**config.mk**
```make
export PLATFORM = sky130hd
export DESIGN_NAME = lp_carriage
export DESIGN_NICKNAME = d
export VERILOG_FILES = /design/src/rtl/lpc_pkg.sv /design/src/rtl/lpc_char_decode.sv /design/src/rtl/lpc_page_ctr.sv /design/src/rtl/lp_carriage.sv
export SDC_FILE = /design/constraint.sdc
export NUM_CORES = 1
export LEC_CHECK = 0
export BUFFER_PORTS_ARGS = -buffer_cell sky130_fd_sc_hd__buf_2
export CAP_MARGIN = 20
export CORE_MARGIN = 10
export CORE_UTILIZATION = 50
export CTS_CLUSTER_SIZE = 20
export DETAILED_ROUTE_END_ITERATION = 8
export PLACE_DENSITY_LB_ADDON = 0.05
export SLEW_MARGIN = 15
export SYNTH_ARGS = -nofsm -noshare
export SYNTH_HDL_FRONTEND = slang
export SYNTH_SLANG_ARGS = --single-unit
```
**constraint.sdc**
```tcl
create_clock -name clk -period 6.6 [get_ports clk]
set_clock_uncertainty 0.1 [all_clocks]
set_input_delay 0.33 -clock clk [delete_from_list [all_inputs] [get_ports clk]]
set_output_delay 0.33 -clock clk [all_outputs]
set_load 0.05 [all_outputs]
```
**src/rtl/lpc_pkg.sv**
```systemverilog
package lpc_pkg;

  typedef enum logic [1:0] {
    OP_PRINT = 2'd0,
    OP_SLEW  = 2'd1,
    OP_SKIP  = 2'd2,
    OP_NONE  = 2'd3
  } lpc_op_e;

  typedef enum logic [1:0] {
    K_NOP  = 2'd0,
    K_LF   = 2'd1,
    K_FF   = 2'd2,
    K_EMIT = 2'd3
  } lpc_kind_e;

  typedef enum logic [2:0] {
    S_IDLE   = 3'd0,
    S_SEARCH = 3'd1,
    S_NL     = 3'd2,
    S_FF     = 3'd3,
    S_TOF    = 3'd4,
    S_CHR    = 3'd5,
    S_FIN    = 3'd6
  } lpc_state_e;

  localparam logic [6:0] CH_NUL = 7'h00;
  localparam logic [6:0] CH_TAB = 7'h09;
  localparam logic [6:0] CH_LF  = 7'h0A;
  localparam logic [6:0] CH_FF  = 7'h0C;
  localparam logic [6:0] CH_CR  = 7'h0D;
  localparam logic [6:0] CH_SP  = 7'h20;

  localparam int FALLBACK_CHAN = 7;

endpackage

```
**src/rtl/lpc_char_decode.sv**
```systemverilog
module lpc_char_decode
  import lpc_pkg::*;
#(
  parameter int COL_W     = 8,
  parameter int LINE_COLS = 132,
  parameter int TAB_STOP  = 8
) (
  input  logic [6:0]       code,
  input  logic [COL_W-1:0] col,
  output lpc_kind_e        kind,
  output logic             pre_nl,
  output logic [6:0]       emit_char,
  output logic [COL_W-1:0] rep,
  output logic             is_cr
);
  localparam int TAB_B     = $clog2(TAB_STOP);
  localparam int TAB_LIMIT = (LINE_COLS / TAB_STOP) * TAB_STOP;

  always_comb begin
    kind      = K_EMIT;
    pre_nl    = 1'b0;
    emit_char = code;
    rep       = COL_W'(1);
    is_cr     = 1'b0;
    if (code == CH_NUL) begin
      kind = K_NOP;
    end else if (code == CH_LF) begin
      kind = K_LF;
    end else if (code == CH_FF) begin
      kind = K_FF;
    end else if (code == CH_CR) begin
      is_cr = 1'b1;
    end else if (code == CH_TAB) begin
      emit_char = CH_SP;
      if (col >= COL_W'(TAB_LIMIT)) begin
        pre_nl = 1'b1;
        rep    = COL_W'(TAB_STOP);
      end else begin
        rep = COL_W'(TAB_STOP) - COL_W'(col[TAB_B-1:0]);
      end
    end else begin
      if (code < CH_SP) emit_char = CH_SP;
      if (col >= COL_W'(LINE_COLS)) pre_nl = 1'b1;
    end
  end

endmodule

```
**src/rtl/lpc_page_ctr.sv**
```systemverilog
module lpc_page_ctr #(
  parameter int PAGE_W = 12
) (
  input  logic              clk,
  input  logic              rst_n,
  input  logic              load,
  input  logic [PAGE_W-1:0] load_val,
  input  logic              dec,
  output logic [PAGE_W-1:0] count,
  output logic              zero,
  output logic              dec_hits_zero
);
  assign dec_hits_zero = dec && (count == PAGE_W'(1));

  always_ff @(posedge clk) begin
    if (!rst_n) begin
      count <= '0;
      zero  <= 1'b0;
    end else if (load) begin
      count <= load_val;
    end else if (dec) begin
      count <= count - PAGE_W'(1);
      zero  <= (count == PAGE_W'(1));
    end
  end


  zero_reach_chk: assert property (@(posedge clk) disable iff (!rst_n)
    (dec && !load && count == PAGE_W'(1)) |=> (zero && count == '0));


  zero_clear_chk: assert property (@(posedge clk) disable iff (!rst_n)
    (dec && !load && count != PAGE_W'(1)) |=> !zero);

endmodule

```
**src/rtl/lp_carriage.sv**
```systemverilog
module lp_carriage
  import lpc_pkg::*;
#(
  parameter int FMT_DEPTH = 143,
  parameter int CHAN_N    = 12,
  parameter int PAGE_W    = 12,
  parameter int LINE_COLS = 132,
  parameter int TAB_STOP  = 8
) (
  input  logic              clk,
  input  logic              rst_n,
  input  logic              cmd_valid,
  output logic              cmd_ready,
  input  logic [1:0]        cmd_op,
  input  logic [7:0]        cmd_arg,
  output logic              out_valid,
  input  logic              out_ready,
  output logic [6:0]        out_char,
  output logic [7:0]        fmt_addr,
  input  logic [11:0]       fmt_row,
  input  logic              fmt_len_load,
  input  logic [7:0]        fmt_len_value,
  input  logic              page_load,
  input  logic [11:0]       page_value,
  output logic [7:0]        column,
  output logic [7:0]        line_ptr,
  output logic [7:0]        fmt_len,
  output logic [11:0]       page_count,
  output logic              page_zero,
  output logic              stop_req
);
  localparam int PTR_W = 8;
  localparam int COL_W = 8;
  localparam int CH_W  = $clog2(CHAN_N);
  localparam int CNT_W = PTR_W + 1;

  lpc_state_e        state, state_n;
  logic [COL_W-1:0]  col, col_n;
  logic [PTR_W-1:0]  ptr, ptr_n, len, len_n, ptr_inc, len_clamped;
  logic [PTR_W:0]    ptr_p1;
  logic [CNT_W-1:0]  nl_left, nl_n, srch_i, si_n;
  logic              nl_adv, adv_n, ff_pend, ff_n, tof_pend, tof_n;
  logic              chr_cr, cr_n, stop_pend, stop_n;
  logic [COL_W-1:0]  chr_left, chr_n;
  logic [6:0]        chr_code, code_n;
  logic [CH_W-1:0]   srch_ch, sch_n;
  logic              page_dec, page_hit, page_ld;

  lpc_kind_e         d_kind;
  logic              d_pre, d_cr;
  logic [6:0]        d_char;
  logic [COL_W-1:0]  d_rep;

  lpc_char_decode #(
    .COL_W(COL_W), .LINE_COLS(LINE_COLS), .TAB_STOP(TAB_STOP)
  ) u_dec (
    .code(cmd_arg[6:0]), .col(col), .kind(d_kind), .pre_nl(d_pre),
    .emit_char(d_char), .rep(d_rep), .is_cr(d_cr)
  );

  assign page_ld = page_load && (state == S_IDLE);

  lpc_page_ctr #(.PAGE_W(PAGE_W)) u_page (
    .clk(clk), .rst_n(rst_n), .load(page_ld), .load_val(page_value),
    .dec(page_dec), .count(page_count), .zero(page_zero),
    .dec_hits_zero(page_hit)
  );

  function automatic lpc_state_e pick(input logic [CNT_W-1:0] n, input logic f,
                                      input logic t, input logic [COL_W-1:0] c);
    if (n != '0)      return S_NL;
    else if (f)       return S_FF;
    else if (t)       return S_TOF;
    else if (c != '0) return S_CHR;
    else              return S_FIN;
  endfunction

  assign ptr_p1      = {1'b0, ptr} + (PTR_W + 1)'(1);
  assign ptr_inc     = (ptr_p1 >= {1'b0, len}) ? '0 : ptr_p1[PTR_W-1:0];
  assign len_clamped = (fmt_len_value > PTR_W'(FMT_DEPTH)) ? PTR_W'(FMT_DEPTH)
                                                           : fmt_len_value;

  assign cmd_ready = (state == S_IDLE);
  assign out_valid = (state == S_NL) || (state == S_FF) || (state == S_CHR);
  assign out_char  = (state == S_NL) ? CH_LF : (state == S_FF) ? CH_FF : chr_code;
  assign stop_req  = (state == S_FIN) && stop_pend;
  assign column    = col;
  assign line_ptr  = ptr;
  assign fmt_len   = len;

  always_comb begin
    state_n = state;  col_n = col;  ptr_n = ptr;  len_n = len;
    nl_n = nl_left;   adv_n = nl_adv;  ff_n = ff_pend;  tof_n = tof_pend;
    chr_n = chr_left; code_n = chr_code; cr_n = chr_cr;
    sch_n = srch_ch;  si_n = srch_i;  stop_n = stop_pend;
    fmt_addr = ptr;
    page_dec = 1'b0;
    case (state)
      S_IDLE: begin
        if (fmt_len_load) begin
          len_n = len_clamped;
          ptr_n = '0;
        end
        if (cmd_valid) begin
          nl_n = '0; adv_n = 1'b0; ff_n = 1'b0; tof_n = 1'b0;
          chr_n = '0; stop_n = 1'b0; si_n = '0;
          case (cmd_op)
            OP_PRINT: begin
              case (d_kind)
                K_NOP: state_n = S_FIN;
                K_LF: begin
                  nl_n = CNT_W'(1); adv_n = 1'b1; tof_n = 1'b1; state_n = S_NL;
                end
                K_FF: begin
                  sch_n = '0; state_n = S_SEARCH;
                end
                default: begin
                  nl_n   = CNT_W'(d_pre);
                  adv_n  = 1'b1;
                  tof_n  = d_pre;
                  chr_n  = d_rep;
                  code_n = d_char;
                  cr_n   = d_cr;
                  state_n = d_pre ? S_NL : S_CHR;
                end
              endcase
            end
            OP_SLEW: begin
              if (cmd_arg == 8'd0) begin
                state_n = S_FIN;
              end else begin
                nl_n = CNT_W'(cmd_arg); adv_n = 1'b1; tof_n = 1'b1; state_n = S_NL;
              end
            end
            OP_SKIP: begin
              sch_n = (cmd_arg > 8'(CHAN_N - 1)) ? CH_W'(FALLBACK_CHAN)
                                                 : CH_W'(cmd_arg);
              state_n = S_SEARCH;
            end
            default: state_n = S_FIN;
          endcase
        end
      end
      S_SEARCH: begin
        if (srch_i >= CNT_W'(len)) begin
          len_n   = '0;
          stop_n  = 1'b1;
          state_n = S_FIN;
        end else begin
          fmt_addr = ptr_inc;
          ptr_n    = ptr_inc;
          if (fmt_row[srch_ch]) begin
            tof_n = 1'b1;
            if (srch_ch == '0) begin
              nl_n = CNT_W'(col != '0);
              ff_n = 1'b1;
            end else begin
              nl_n = srch_i + CNT_W'(1);
            end
            state_n = pick(nl_n, ff_n, 1'b1, chr_left);
          end else begin
            si_n = srch_i + CNT_W'(1);
          end
        end
      end
      S_NL: begin
        if (out_ready) begin
          nl_n  = nl_left - CNT_W'(1);
          col_n = '0;
          if (nl_adv) ptr_n = ptr_inc;
          if (nl_left == CNT_W'(1)) state_n = pick('0, ff_pend, tof_pend, chr_left);
        end
      end
      S_FF: begin
        if (out_ready) begin
          ff_n    = 1'b0;
          state_n = pick('0, 1'b0, tof_pend, chr_left);
        end
      end
      S_TOF: begin
        tof_n = 1'b0;
        if (fmt_row[0]) begin
          page_dec = 1'b1;
          if (page_hit) stop_n = 1'b1;
        end
        state_n = pick('0, 1'b0, 1'b0, chr_left);
      end
      S_CHR: begin
        if (out_ready) begin
          chr_n = chr_left - COL_W'(1);
          col_n = chr_cr ? '0 : col + COL_W'(1);
          if (chr_left == COL_W'(1)) state_n = S_FIN;
        end
      end
      S_FIN: begin
        stop_n  = 1'b0;
        state_n = S_IDLE;
      end
      default: state_n = S_IDLE;
    endcase
  end

  always_ff @(posedge clk) begin
    if (!rst_n) begin
      state <= S_IDLE;  col <= '0;  ptr <= '0;  len <= '0;
      nl_left <= '0;  nl_adv <= 1'b0;  ff_pend <= 1'b0;  tof_pend <= 1'b0;
      chr_left <= '0;  chr_code <= '0;  chr_cr <= 1'b0;
      srch_ch <= '0;  srch_i <= '0;  stop_pend <= 1'b0;
    end else begin
      state <= state_n;  col <= col_n;  ptr <= ptr_n;  len <= len_n;
      nl_left <= nl_n;  nl_adv <= adv_n;  ff_pend <= ff_n;  tof_pend <= tof_n;
      chr_left <= chr_n;  chr_code <= code_n;  chr_cr <= cr_n;
      srch_ch <= sch_n;  srch_i <= si_n;  stop_pend <= stop_n;
    end
  end


  out_hold_chk: assert property (@(posedge clk) disable iff (!rst_n)
    (out_valid && !out_ready) |=> (out_valid && $stable(out_char)));


  idle_quiet_chk: assert property (@(posedge clk) disable iff (!rst_n)
    cmd_ready |-> !out_valid);


  stop_pulse_chk: assert property (@(posedge clk) disable iff (!rst_n)
    stop_req |=> !stop_req);


  col_bound_chk: assert property (@(posedge clk) disable iff (!rst_n)
    column <= COL_W'(LINE_COLS));


  ptr_range_chk: assert property (@(posedge clk) disable iff (!rst_n)
    (fmt_len != '0) |-> (line_ptr < fmt_len));

endmodule

```
==> metrics.txt, run 1 <==
# TYPE chip_impl_metric gauge
chip_impl_info{name="synth-main-ff-cell",value="sky130_fd_sc_hd__dfxtp_1"} 1
chip_impl_metric{name="initial_core_util",unit="%"} 51.7
chip_impl_metric{name="timing.final.hold_violations",unit=""} 0
chip_impl_info{name="critical_path_class",value="flop to primary output"} 1
chip_impl_metric{name="post_synth_num_cell_types",unit=""} 77
chip_impl_info{name="tritoncts",value="done"} 1
chip_impl_metric{name="layout_worst_path_cycle_share",unit="%"} 60.7
chip_impl_metric{name="final.fill_count",unit=""} 1064
chip_impl_metric{name="multi_input_comb_area",unit="um2"} 3730
chip_impl_metric{name="route.detailed.drc",unit=""} 0
chip_impl_metric{name="fp.dieArea",unit="um2"} 16000
chip_impl_info{name="list_of_most_frequent_post_synthesis_cells",value="sky130_fd_sc_hd__dfxtp_1, sky130_fd_sc_hd__nor2_1, sky130_fd_sc_hd__nand2_1, sky130_fd_sc_hd__a21oi_1"} 1
chip_impl_metric{name="detail_route.wl_per_cell",unit="um"} 19.0
chip_impl_info{name="setup.worst_path.start_class",value="flop"} 1
chip_impl_metric{name="post_route_worst_setup_slack",unit="ns"} 2.59
chip_impl_info{name="critical_path.cell_chain",value="ha_1 > nand3_1 > nor2_1 > xor2_1 > ha_1 > a21o_1 > a21oi_1 > and2_1 > o21ai_1 > or2_2 > o2bb2ai_1 > buf_2"} 1
chip_impl_info{name="run_status",value="completed"} 1
chip_impl_info{name="endpoint",value="fmt_addr[2]"} 1
chip_impl_info{name="timing.rr.end",value="nl_left[3]"} 1
chip_impl_metric{name="areaGrowthSynthToFinish",unit="%"} 15.0
chip_impl_metric{name="drt_wl_total",unit="mm"} 17.9
chip_impl_metric{name="portion_of_the_post_synthesis_area_used_by_sequential_elements",unit="%"} 29.0
chip_impl_metric{name="grt_pass1_wl",unit="mm"} 29.1
chip_impl_metric{name="syn_area_per_cell",unit="um2"} 7.83
chip_impl_info{name="crit_path_frequent_cell",value="sky130_fd_sc_hd__ha_1"} 1
chip_impl_metric{name="io_pins",unit=""} 103
chip_impl_metric{name="placementRows",unit=""} 38
chip_impl_info{name="critical_path.endpoint_type",value="primary output"} 1
chip_impl_metric{name="die_height",unit="um"} 126
chip_impl_metric{name="worst_ir_drop_vdd",unit="mV"} 0.255
chip_impl_metric{name="insertedDiodeCount",unit=""} 0
chip_impl_metric{name="total_leakage_power",unit="nW"} 2.63
chip_impl_metric{name="drv_cap",unit=""} 0
chip_impl_metric{name="worst-r2r-cell-count",unit=""} 8
chip_impl_metric{name="routability_driven_placement_congestion_ratio",unit=""} 0.925
chip_impl_metric{name="synth_edf_count",unit=""} 0
chip_impl_metric{name="hpwl",unit="mm"} 13.1
chip_impl_metric{name="firstDrtPassIters",unit=""} 5
chip_impl_metric{name="tightest_slew",unit="ns"} 1.05
chip_impl_info{name="unrepaired_setup_endpoints_after_global_routing",value="no"} 1
chip_impl_metric{name="worstPathBufferInverterCount",unit=""} 1
chip_impl_metric{name="detailroute.via_count",unit=""} 5849
chip_impl_info{name="cts.root.buffer_cell",value="sky130_fd_sc_hd__clkbuf_16"} 1
chip_impl_metric{name="numCtsBuffers",unit=""} 9
chip_impl_metric{name="ys_seq_elements",unit=""} 82
chip_impl_metric{name="grt_antenna_before_repair",unit=""} 0
chip_impl_metric{name="report.final.slew_viol_count",unit=""} 0
chip_impl_info{name="hold_class",value="input pin to flop"} 1
chip_impl_metric{name="net_total_in_the_final_layout",unit=""} 869
chip_impl_info{name="cp_top_family",value="simple AND/OR/NAND/NOR gates"} 1
chip_impl_info{name="worst_r2r_src",value="srch_i[0]"} 1
chip_impl_metric{name="ctsHoldBuffers",unit=""} 0
chip_impl_metric{name="drtIter0Drc",unit=""} 535
chip_impl_info{name="synth_top_cells_by_area",value="sky130_fd_sc_hd__dfxtp_1, sky130_fd_sc_hd__ha_1, sky130_fd_sc_hd__a21oi_1, sky130_fd_sc_hd__nor2_1, sky130_fd_sc_hd__nand2_1"} 1
chip_impl_metric{name="seq_area",unit="um2"} 1640
chip_impl_metric{name="place_worst_setup_slack",unit="ns"} 3.05
chip_impl_metric{name="timing.critical_path.arrival",unit="ns"} 3.58
chip_impl_info{name="synthMostInstantiatedCell",value="sky130_fd_sc_hd__dfxtp_1"} 1
chip_impl_info{name="synth_area_leader_cell",value="sky130_fd_sc_hd__dfxtp_1"} 1
chip_impl_info{name="timing.critical_path.from",value="line_ptr[0]"} 1
chip_impl_metric{name="syn-num-nets",unit=""} 796
chip_impl_info{name="crit_slowest_cell",value="sky130_fd_sc_hd__dfxtp_1"} 1
chip_impl_metric{name="critPathMaxStageDelay",unit="ns"} 0.51
chip_impl_metric{name="critical_path_depth",unit=""} 12
chip_impl_metric{name="grt_max_degree",unit=""} 55
chip_impl_metric{name="worstPathMaxFanout",unit=""} 10
chip_impl_metric{name="finalCriticalPeriod",unit="ns"} 4.01
chip_impl_metric{name="grt_pass1_vias",unit=""} 5679
chip_impl_metric{name="max-slew-margin-rel",unit="%"} 30.3
chip_impl_metric{name="asyncSetResetFlopFracSynth",unit="%"} 0
chip_impl_metric{name="r2r_slack",unit="ns"} 3.48
chip_impl_metric{name="worst_setup_hold_path_clk_slew",unit="ns"} 0.06
chip_impl_metric{name="power_density",unit="nW/um2"} 377
chip_impl_metric{name="grtUsageTotal",unit="%"} 21.7
chip_impl_metric{name="post_route_cells_drive_above_1_share",unit="%"} 18.6
chip_impl_metric{name="synth_top_area_share",unit="%"} 29.0
chip_impl_metric{name="floorplan.die.width",unit="um"} 126
chip_impl_metric{name="core_area",unit="um2"} 10900
chip_impl_metric{name="global_route.overflow_total",unit=""} 0
chip_impl_metric{name="max_freq",unit="MHz"} 249
chip_impl_metric{name="worstSkewPairLatency",unit="ns"} 0.35
chip_impl_metric{name="finalSetupTns",unit="ns"} 0
chip_impl_metric{name="h_tree_depth",unit=""} 3
chip_impl_metric{name="cts.repair.resized",unit=""} 0
chip_impl_metric{name="cts_sinks",unit=""} 82
chip_impl_metric{name="required",unit="ns"} 6.17
chip_impl_metric{name="buffer_ports.inserted",unit=""} 102
chip_impl_metric{name="final_setup_violation_count",unit=""} 0
chip_impl_metric{name="drt.antenna.violating_nets",unit=""} 0
chip_impl_metric{name="ys.warnings.count",unit=""} 0
chip_impl_metric{name="synthesis.area",unit="um2"} 5650
chip_impl_metric{name="post_cts.repair.setup_buffers",unit=""} 0
chip_impl_metric{name="clock_tree.buffer_depth",unit=""} 2
chip_impl_metric{name="synthCells",unit=""} 722
chip_impl_metric{name="detail_route.vias_per_cell",unit=""} 6.22
-- per-layer routing --
layer	up-vias	GRT usage, %	part of all wire, %
li1	2833	-	-
met1	2785	27.4	43
met2	201	35.5	48
met3	30	4.41	6.7
met4	0	8.44	2.0
met5	-	0	0
-- report_power, final --
part	total [W]	internal, W	leakage [nW]	switching (W)
sequential	0.000695	0.000578	0.668	0.000117
combinational	0.00120	0.000393	1.80	0.000804
clock	0.000558	0.000352	0.163	0.000206
total	0.00245	0.00132	2.63	0.00113
-- final cells by class --
type	count	area share (%)
multi-input combinational	571	57.3
sequential	82	25.3
timing repair buffer	104	8.08
clock buffer	12	3.95
tap	140	2.69
inverter	27	1.56
clock inverter	4	1.14
-- placed cells by master, fill, tap and decap left out, types with 11 or more instances in the layout --
master and instances:
sky130_fd_sc_hd__nor3_1 30, sky130_fd_sc_hd__xor2_1 14, sky130_fd_sc_hd__a21oi_1 54, sky130_fd_sc_hd__o21a_1 11, sky130_fd_sc_hd__nand2b_1 14, sky130_fd_sc_hd__o21ai_0 35
sky130_fd_sc_hd__a211oi_1 19, sky130_fd_sc_hd__nand2_1 64, sky130_fd_sc_hd__a31oi_1 13, sky130_fd_sc_hd__inv_1 25, sky130_fd_sc_hd__ha_1 26, sky130_fd_sc_hd__dfxtp_1 82
sky130_fd_sc_hd__nor2_1 66, sky130_fd_sc_hd__buf_2 102, sky130_fd_sc_hd__and2_1 11, sky130_fd_sc_hd__nor4_1 13, sky130_fd_sc_hd__nand3_1 27
-- kinds of logic (layout without fill, tap and decap cells) --
group,Yosys count,count (layout),share of synthesized area [%]
AOI/OAI and AO/OA,210,210,25.6
xor gates and xnor gates,24,24,3.72
adders and majority gates,26,26,5.75
buffers and inverters,69,147,5.07
DFF,82,82,29.0
muxes,13,13,3.34
and+or+nand+nor,298,298,27.5
-- state kept, by name, summed over array words and instances (netlist names), 3 cells and up --
register,flops
srch_i,9
nl_left,9
state,3
u_page.count,12
chr_code,7
column,8
line_ptr,8
chr_left,8
srch_ch,4
fmt_len,8
-- worst min path at each step --
stage / from / to / slack (ns) / cells past startpoint
detailed placement: chr_code[1] / chr_code[1] / 0.35 / 2
floorplan: chr_code[5] / chr_code[5] / 0.33 / 2
global placement: chr_code[4] / chr_code[4] / 0.34 / 2
finish: page_value[3] / u_page.count[3] / 0.11 / 3
CTS: page_value[3] / u_page.count[3] / 0.10 / 3
global route: page_value[3] / u_page.count[3] / 0.13 / 3
-- tightest hold or removal path: cells and delay by family --
kind,cells,cell delay [ns]
simple gates,1,0.07
compound gates,1,0.05
buf+inv,1,0.08
-- stage by stage --
| step | instance area, um2 | instances | util (%) | hold WS (ns) | total power (W) |
|---|---|---|---|---|---|
| floorplan | 5650 | 722 | - | 0.327 | 0.00161 |
| global placement | 6170 | 924 | 56.4 | 0.337 | 0.00186 |
| detailed placement | 6170 | 924 | 56.4 | 0.352 | 0.00188 |
| CTS | 6500 | 940 | 59.4 | 0.104 | 0.00245 |
| global route | 6500 | 940 | 59.4 | 0.129 | 0.00261 |
| finish | 6500 | 940 | 59.4 | 0.108 | 0.00245 |
Note: power is estimated with default switching activity, not from simulation.
==> inputs of run 2 (changes only) <==
clock period = 3.55 ns   (was 6.6 ns; I/O delays follow)
==> run 2 against run 1 <==
Via count about the same. Worst setup slack got worse by 2.4 ns. Combinational power rose by 94%. Cell area is 1.3% higher. Total power up 83%. Sequential power grew 81%. Routed wire length about the same. Count of clock-buffer cells in the layout is the same. Non-clock buffer count is 13 higher. Largest power group unchanged. First-iteration DRC count decreased by 20%.
==> metrics.txt, run 2 (synthesized netlist as in run 1, its figures left out) <==
# TYPE chip_impl_metric gauge
chip_impl_metric{name="clock_tree.buffer_depth",unit=""} 2
chip_impl_metric{name="die_height",unit="um"} 126
chip_impl_info{name="layout.cells.most_common_list",value="sky130_fd_sc_hd__buf_2, sky130_fd_sc_hd__dfxtp_1, sky130_fd_sc_hd__nor2_1, sky130_fd_sc_hd__nand2_1, sky130_fd_sc_hd__a21oi_1"} 1
chip_impl_metric{name="grtUsageTotal",unit="%"} 21.6
chip_impl_info{name="timing.critical_path.from",value="srch_i[0]"} 1
chip_impl_metric{name="post_route_cells_drive_above_1_share",unit="%"} 20.0
chip_impl_metric{name="areaGrowthSynthToFinish",unit="%"} 16.4
chip_impl_metric{name="initial_core_util",unit="%"} 51.7
chip_impl_metric{name="grt_antenna_before_repair",unit=""} 0
chip_impl_info{name="layout_top_registers",value="u_page.count (12), nl_left (9), srch_i (9)"} 1
chip_impl_metric{name="power.total",unit="W"} 0.00447
chip_impl_metric{name="power.switching_fraction",unit="%"} 47.0
chip_impl_metric{name="power.clock.fraction",unit="%"} 19.7
chip_impl_metric{name="p_switching",unit="W"} 0.00210
chip_impl_metric{name="fp.dieArea",unit="um2"} 16000
chip_impl_metric{name="layout_worst_path_cycle_share",unit="%"} 94.1
chip_impl_metric{name="max_freq",unit="MHz"} 299
chip_impl_metric{name="timing.final.hold_violations",unit=""} 0
chip_impl_metric{name="drt.antenna.violating_nets",unit=""} 0
chip_impl_info{name="crit_slowest_cell",value="sky130_fd_sc_hd__dfxtp_2"} 1
chip_impl_info{name="critical_path_class",value="flop to primary output"} 1
chip_impl_metric{name="buffer_ports.inserted",unit=""} 102
chip_impl_metric{name="worstPathBufferInverterCount",unit=""} 2
chip_impl_metric{name="insertedDiodeCount",unit=""} 0
chip_impl_metric{name="power_density",unit="nW/um2"} 679
chip_impl_metric{name="total_leakage_power",unit="nW"} 2.68
chip_impl_metric{name="final_setup_violation_count",unit=""} 0
chip_impl_metric{name="drt_wl_total",unit="mm"} 17.8
chip_impl_metric{name="grt_pass1_vias",unit=""} 5705
chip_impl_metric{name="h_tree_depth",unit=""} 3
chip_impl_info{name="timing.rr.end",value="nl_left[8]"} 1
chip_impl_info{name="endpoint",value="fmt_addr[2]"} 1
chip_impl_metric{name="place_worst_setup_slack",unit="ns"} 0.449
chip_impl_metric{name="max-slew-margin-rel",unit="%"} 33.6
chip_impl_metric{name="grt_pass1_wl",unit="mm"} 28.9
chip_impl_metric{name="post-place-cells",unit=""} 933
chip_impl_metric{name="instances_no_fill",unit=""} 952
chip_impl_metric{name="tightest_slew",unit="ns"} 0.988
chip_impl_metric{name="floorplan.die.width",unit="um"} 126
chip_impl_metric{name="routability_driven_placement_congestion_ratio",unit=""} 0.895
chip_impl_metric{name="finalCriticalPeriod",unit="ns"} 3.34
chip_impl_metric{name="critPathMaxStageDelay",unit="ns"} 0.42
chip_impl_info{name="worst_r2r_src",value="srch_i[0]"} 1
chip_impl_metric{name="worstPathMaxFanout",unit=""} 11
chip_impl_info{name="run_status",value="completed"} 1
chip_impl_metric{name="worstSkewPairLatency",unit="ns"} 0.35
chip_impl_info{name="setup.worst_path.start_class",value="flop"} 1
chip_impl_metric{name="r2r_slack",unit="ns"} 0.66
chip_impl_metric{name="largest_register_ff_count",unit=""} 12
chip_impl_metric{name="detail_route.vias_per_cell",unit=""} 6.15
chip_impl_metric{name="power_frac_seq",unit="%"} 28.1
chip_impl_info{name="layout.cells.most_common",value="sky130_fd_sc_hd__buf_2"} 1
chip_impl_metric{name="firstDrtPassIters",unit=""} 5
chip_impl_metric{name="net_total_in_the_final_layout",unit=""} 882
chip_impl_info{name="largest_register",value="u_page.count"} 1
chip_impl_metric{name="hpwl",unit="mm"} 13.3
chip_impl_metric{name="required",unit="ns"} 3.27
chip_impl_info{name="cts.root.buffer_cell",value="sky130_fd_sc_hd__clkbuf_16"} 1
chip_impl_metric{name="numCtsBuffers",unit=""} 9
chip_impl_metric{name="post_route_worst_setup_slack",unit="ns"} 0.210
chip_impl_metric{name="internal_power",unit="W"} 0.00237
chip_impl_metric{name="detail_route.wl_per_cell",unit="um"} 18.7
chip_impl_metric{name="cts_sinks",unit=""} 82
chip_impl_metric{name="global_route.overflow_total",unit=""} 0
chip_impl_metric{name="detailroute.via_count",unit=""} 5852
chip_impl_metric{name="drtIter0Drc",unit=""} 429
chip_impl_metric{name="comb_power_share",unit="%"} 52.2
chip_impl_metric{name="timing.critical_path.arrival",unit="ns"} 3.06
chip_impl_metric{name="grt_max_degree",unit=""} 55
chip_impl_metric{name="core_area",unit="um2"} 10900
chip_impl_metric{name="critical_path_depth",unit=""} 9
chip_impl_metric{name="finalSetupTns",unit="ns"} 0
chip_impl_metric{name="drv_cap",unit=""} 0
chip_impl_metric{name="final.hold.worst_slack",unit="ns"} 0.0132
chip_impl_metric{name="worst-r2r-cell-count",unit=""} 9
chip_impl_info{name="hold_class",value="input pin to flop"} 1
chip_impl_info{name="tritoncts",value="done"} 1
chip_impl_metric{name="worst_setup_hold_path_clk_slew",unit="ns"} 0.06
chip_impl_metric{name="placementRows",unit=""} 38
chip_impl_metric{name="io_pins",unit=""} 103
chip_impl_info{name="critical_path.cell_chain",value="inv_1 > ha_1 > nand2b_1 > a211oi_1 > o211ai_2 > a21o_1 > or2_2 > o2bb2ai_2 > clkbuf_4"} 1
chip_impl_info{name="critical_path.endpoint_type",value="primary output"} 1
chip_impl_metric{name="report.final.slew_viol_count",unit=""} 0
chip_impl_metric{name="route.detailed.drc",unit=""} 0
chip_impl_info{name="cp_top_family",value="compound AO/OA/AOI/OAI gates"} 1
chip_impl_metric{name="worst_ir_drop_vdd",unit="mV"} 0.386
run 2: metal layers:
metal	wire, um	global-route usage (%)	vias up
met5	0	0	-
met4	338	6.50	0
met3	1340	7.04	36
met2	8340	34.9	193
met1	7830	26.7	2775
li1	-	-	2848
run 2: final cells by class:
type | instances | area (um2)
Fill cell | 1045 | 4350
Sequential cell | 82 | 1640
Inverter | 27 | 101
Tap cell | 140 | 175
Multi-Input combinational cell | 571 | 3740
Timing Repair Buffer | 117 | 653
Clock buffer | 12 | 256
Clock inverter | 3 | 15.0
run 2: power groups by stage:
stage | sequential (W) | clock (W) | combinational, W
after global routing | 0.00128 | 0.000936 | 0.00256
after floorplan | 0.00141 | 0 | 0.00159
final | 0.00126 | 0.000880 | 0.00233
after CTS | 0.00125 | 0.000895 | 0.00231
after detailed placement | 0.00127 | 0 | 0.00229
after global placement | 0.00127 | 0 | 0.00226
run 2: repair_timing:
item	CTS	global route
hold endpoints to repair	3	0
setup buffers	0	0
resized for setup	0	7
endpoints found under the setup margin	0	7
hold buffers	3	0
run 2: worst min path at each step:
| stage | start | end | slack [ns] | cells after the start |
|---|---|---|---|---|
| 2_1_floorplan | page_value[3] | u_page.count[3] | 0.22 | 2 |
| 3_3_place_gp | page_value[3] | u_page.count[3] | 0.31 | 3 |
| 3_5_place_dp | page_value[3] | u_page.count[3] | 0.32 | 3 |
| 4_1_cts | page_value[10] | u_page.count[10] | 0.01 | 3 |
| 5_1_grt | page_value[6] | u_page.count[6] | 0.03 | 3 |
| 6_report | page_value[10] | u_page.count[10] | 0.01 | 3 |
run 2: stage by stage:
stage / instance area, um2 / utilization (%)
global placement: 6250 / 57.1
detailed placement: 6250 / 57.1
finish: 6580 / 60.2
floorplan: 5670 / -
CTS: 6550 / 59.9
global route: 6580 / 60.2
run 2: worst min-delay path, stage by stage:
cell                      delay [ns]
sky130_fd_sc_hd__buf_2          0.07
sky130_fd_sc_hd__a21oi_1        0.05
sky130_fd_sc_hd__a21oi_1        0.12
==> inputs of run 3 (changes only) <==
ABC_AREA = 1   (was unset)
==> run 3 against run 2 <==
Clock power increased by 9.3%. The flow now finishes with violations (negative hold slack). Worst hold slack got worse by 0.014 ns. Synthesized area grew 1.5%. Sequential cell count unchanged. Largest power group unchanged. Die area up 1.2%. Largest cell class unchanged. Register-to-register slack better by 0.11 ns.
==> metrics.txt, run 3 <==
# TYPE chip_impl_metric gauge
chip_impl_metric{name="syn-num-nets",unit=""} 972
chip_impl_metric{name="ys_seq_elements",unit=""} 82
chip_impl_metric{name="net_total_in_the_final_layout",unit=""} 1070
chip_impl_metric{name="synthesis.area",unit="um2"} 5740
chip_impl_metric{name="synth_top_area_share",unit="%"} 28.6
chip_impl_info{name="synth-main-ff-cell",value="sky130_fd_sc_hd__dfxtp_1"} 1
chip_impl_metric{name="hpwl",unit="mm"} 12.8
chip_impl_info{name="timing.rr.end",value="line_ptr[4]"} 1
chip_impl_metric{name="post_route_worst_setup_slack",unit="ns"} 0.213
chip_impl_metric{name="total_leakage_power",unit="nW"} 3.18
chip_impl_metric{name="finalSetupTns",unit="ns"} 0
chip_impl_metric{name="fp.dieArea",unit="um2"} 16200
chip_impl_info{name="tritoncts",value="done"} 1
chip_impl_metric{name="finish.utilization",unit="%"} 59.0
chip_impl_metric{name="grt_use_met1",unit="%"} 25.9
chip_impl_info{name="layout.cells.most_common_list",value="sky130_fd_sc_hd__nand2_1, sky130_fd_sc_hd__inv_1, sky130_fd_sc_hd__buf_2, sky130_fd_sc_hd__nor2_1, sky130_fd_sc_hd__dfxtp_1"} 1
chip_impl_metric{name="worst_setup_hold_path_clk_slew",unit="ns"} 0.06
chip_impl_info{name="layout_top_registers",value="u_page.count (12), nl_left (9), srch_i (9)"} 1
chip_impl_metric{name="place_worst_setup_slack",unit="ns"} 0.600
chip_impl_metric{name="synth_edf_count",unit=""} 0
chip_impl_metric{name="max_freq",unit="MHz"} 300
chip_impl_metric{name="cts_sinks",unit=""} 82
chip_impl_metric{name="tightest_slew",unit="ns"} 0.558
chip_impl_metric{name="post-route-cell-area",unit="um2"} 6680
chip_impl_info{name="hold_path.startpoint",value="page_value[7]"} 1
chip_impl_metric{name="worst-r2r-cell-count",unit=""} 16
chip_impl_info{name="synth_area_leader_cell",value="sky130_fd_sc_hd__dfxtp_1"} 1
chip_impl_metric{name="post_route_cells_drive_above_1_share",unit="%"} 16.6
chip_impl_metric{name="timing.final.hold_violations",unit=""} 1
chip_impl_metric{name="final_setup_violation_count",unit=""} 0
chip_impl_metric{name="timing.critical_path.arrival",unit="ns"} 3.06
chip_impl_info{name="worstHoldEndpoint",value="u_page.count[7]"} 1
chip_impl_metric{name="drv_cap",unit=""} 0
chip_impl_info{name="cts.root.buffer_cell",value="sky130_fd_sc_hd__clkbuf_16"} 1
chip_impl_metric{name="grtUsageTotal",unit="%"} 20.4
chip_impl_info{name="failed_checks",value="negative hold slack"} 1
chip_impl_metric{name="drt.antenna.violating_nets",unit=""} 0
chip_impl_metric{name="detailroute.via_count",unit=""} 6106
chip_impl_info{name="run_status",value="finished, violations left"} 1
chip_impl_metric{name="initial_core_util",unit="%"} 50.7
chip_impl_info{name="unrepaired_setup_endpoints_after_global_routing",value="no"} 1
chip_impl_metric{name="globalRouteMet2Util",unit="%"} 33.9
chip_impl_metric{name="placementRows",unit=""} 39
chip_impl_metric{name="buffer_ports.inserted",unit=""} 102
chip_impl_metric{name="synthCells",unit=""} 898
chip_impl_metric{name="final.hold.worst_slack",unit="ns"} -0.000747
chip_impl_info{name="critical_path.endpoint_type",value="primary output"} 1
chip_impl_metric{name="r2r_slack",unit="ns"} 0.77
chip_impl_info{name="hold_class",value="input pin to flop"} 1
chip_impl_metric{name="portion_of_the_post_synthesis_area_used_by_sequential_elements",unit="%"} 28.6
chip_impl_metric{name="drtIter0Drc",unit=""} 401
chip_impl_info{name="top_usage_layer",value="met2"} 1
chip_impl_info{name="critical_path_class",value="flop to primary output"} 1
chip_impl_metric{name="drt_wl_total",unit="mm"} 16.6
chip_impl_metric{name="post_dp_cell_area",unit="um2"} 6360
chip_impl_metric{name="die_height",unit="um"} 127
chip_impl_metric{name="max-slew-margin-rel",unit="%"} 62.8
chip_impl_metric{name="detail_route.wl_per_cell",unit="um"} 14.6
chip_impl_metric{name="grt_pass1_vias",unit=""} 5805
chip_impl_metric{name="power_density",unit="nW/um2"} 723
chip_impl_metric{name="clock_tree.buffer_depth",unit=""} 2
chip_impl_metric{name="h_tree_depth",unit=""} 3
chip_impl_metric{name="floorplan.die.width",unit="um"} 127
chip_impl_metric{name="required",unit="ns"} 3.27
chip_impl_metric{name="grt_pass1_wl",unit="mm"} 27.9
chip_impl_metric{name="io_pins",unit=""} 103
chip_impl_metric{name="largest_register_ff_count",unit=""} 12
chip_impl_metric{name="worstPathMaxFanout",unit=""} 8
chip_impl_metric{name="grt.met3_usage",unit="%"} 4.92
chip_impl_metric{name="insertedDiodeCount",unit=""} 0
chip_impl_metric{name="worstSkewPairLatency",unit="ns"} 0.35
chip_impl_metric{name="ys.warnings.count",unit=""} 0
chip_impl_info{name="layout.cells.most_common",value="sky130_fd_sc_hd__nand2_1"} 1
chip_impl_info{name="list_of_most_frequent_post_synthesis_cells",value="sky130_fd_sc_hd__nand2_1, sky130_fd_sc_hd__inv_1, sky130_fd_sc_hd__nor2_1, sky130_fd_sc_hd__dfxtp_1, sky130_fd_sc_hd__a21oi_1"} 1
chip_impl_metric{name="detail_route.vias_per_cell",unit=""} 5.35
chip_impl_metric{name="hold_path_cells",unit=""} 3
chip_impl_info{name="synthMostInstantiatedCell",value="sky130_fd_sc_hd__nand2_1"} 1
chip_impl_info{name="synth_top_cells_by_area",value="sky130_fd_sc_hd__dfxtp_1, sky130_fd_sc_hd__nand2_1, sky130_fd_sc_hd__inv_1, sky130_fd_sc_hd__a21oi_1, sky130_fd_sc_hd__nor2_1"} 1
chip_impl_info{name="setup.worst_path.start_class",value="flop"} 1
chip_impl_metric{name="grt_max_degree",unit=""} 39
chip_impl_info{name="largest_register",value="u_page.count"} 1
chip_impl_metric{name="core_area",unit="um2"} 11300
chip_impl_metric{name="firstDrtPassIters",unit=""} 5
chip_impl_metric{name="global_route.overflow_total",unit=""} 0
chip_impl_metric{name="layout_worst_path_cycle_share",unit="%"} 94.0
chip_impl_metric{name="post_synth_num_cell_types",unit=""} 48
chip_impl_metric{name="finalCriticalPeriod",unit="ns"} 3.34
chip_impl_metric{name="route.detailed.drc",unit=""} 0
chip_impl_metric{name="asyncSetResetFlopFracSynth",unit="%"} 0
chip_impl_metric{name="areaGrowthSynthToFinish",unit="%"} 16.5
chip_impl_metric{name="routability_driven_placement_congestion_ratio",unit=""} 0.887
chip_impl_info{name="worst_r2r_src",value="line_ptr[0]"} 1
chip_impl_metric{name="syn_area_per_cell",unit="um2"} 6.39
chip_impl_metric{name="final.fill_count",unit=""} 1189
chip_impl_metric{name="numCtsBuffers",unit=""} 9
chip_impl_metric{name="grt_antenna_before_repair",unit=""} 0
chip_impl_metric{name="worst_ir_drop_vdd",unit="mV"} 0.520
chip_impl_metric{name="report.final.slew_viol_count",unit=""} 0
==> run 3: changes by cell type in the layout (fill, tap and decap cells not counted), sizes merged, moves of 10 or more <==
cell / change
nand2: +162
or3: -10
a21oi: +26
and2: -11
o21ai: +29
nand3: +22
nor2: +38
nand2b: -14
inv: +103
nand4: +14
and3: -10
nor3: -21
==> run 3: layout make-up <==
cell class,instances,area [um2],area share [%]
timing repair buffer,106,563,8.43
clock buffer,11,253,3.78
clock inverter,3,40.0,0.599
multi-input combinational,665,3510,52.5
tap,143,179,2.68
inverter,132,498,7.45
sequential,82,1640,24.6
==> run 3: routing by layer <==
metal / routed length (um) / part of all wire, %
met1: 7730 / 46
met2: 7820 / 47
met4: 179 / 1.1
met5: 0 / 0
met3: 914 / 5.5
==> run 3: worst max-delay path by stage <==
stage / from / to / slack [ns]
CTS: line_ptr[0] / fmt_addr[4] / 0.22
finish: line_ptr[0] / fmt_addr[3] / 0.21
floorplan: line_ptr[0] / fmt_addr[3] / 0.28
detailed placement: line_ptr[0] / fmt_addr[4] / 0.60
global route: line_ptr[0] / fmt_addr[3] / 0.004
global placement: line_ptr[0] / fmt_addr[2] / 0.69
==> run 3: where the power goes <==
| part | internal, W | total, W | leakage [nW] | switching (W) |
|---|---|---|---|---|
| registers | 0.00112 | 0.00131 | 0.670 | 0.000184 |
| logic | 0.000746 | 0.00256 | 2.37 | 0.00182 |
| clock network | 0.000573 | 0.000962 | 0.147 | 0.000388 |
| total | 0.00244 | 0.00483 | 3.18 | 0.00239 |
==> run 3: logic make-up after synthesis <==
family | share of synthesized area [%]
xor gates and xnor gates | 1.53
adders and majority gates | 5.67
and+or+nand+nor | 33.0
AOI/OAI and AO/OA | 20.9
DFF | 28.6
buffers and inverters | 10.3
==> run 3: worst max-delay path, stage by stage, from the launching register on <==
cell	delay, ns
sky130_fd_sc_hd__dfxtp_1	0.48
sky130_fd_sc_hd__ha_1	0.23
sky130_fd_sc_hd__nand3_1	0.12
sky130_fd_sc_hd__nor2_2	0.14
sky130_fd_sc_hd__nand2_1	0.08
sky130_fd_sc_hd__xor2_1	0.18
sky130_fd_sc_hd__inv_1	0.06
sky130_fd_sc_hd__ha_1	0.29
sky130_fd_sc_hd__a21oi_1	0.13
sky130_fd_sc_hd__o211ai_1	0.11
sky130_fd_sc_hd__a21oi_2	0.13
sky130_fd_sc_hd__nand3_2	0.17
sky130_fd_sc_hd__nor2_1	0.17
sky130_fd_sc_hd__nand2_1	0.06
sky130_fd_sc_hd__o21ai_0	0.07
sky130_fd_sc_hd__buf_2	0.29
==> run 3: metrics by stage <==
| stage | total power (W) | cells |
|---|---|---|
| after floorplan | 0.00331 | 898 |
| after global placement | 0.00386 | 1126 |
| after detailed placement | 0.00387 | 1126 |
| after CTS | 0.00484 | 1142 |
| after global routing | 0.00522 | 1142 |
| final | 0.00483 | 1142 |
==> run 3: repair_timing <==
action | 4_1_cts | 5_1_grt
endpoints found under the hold margin | 2 | 0
hold buffers | 2 | 0
gates resized for setup | 0 | 2
setup buffers | 0 | 0
endpoints found under the setup margin | 0 | 2
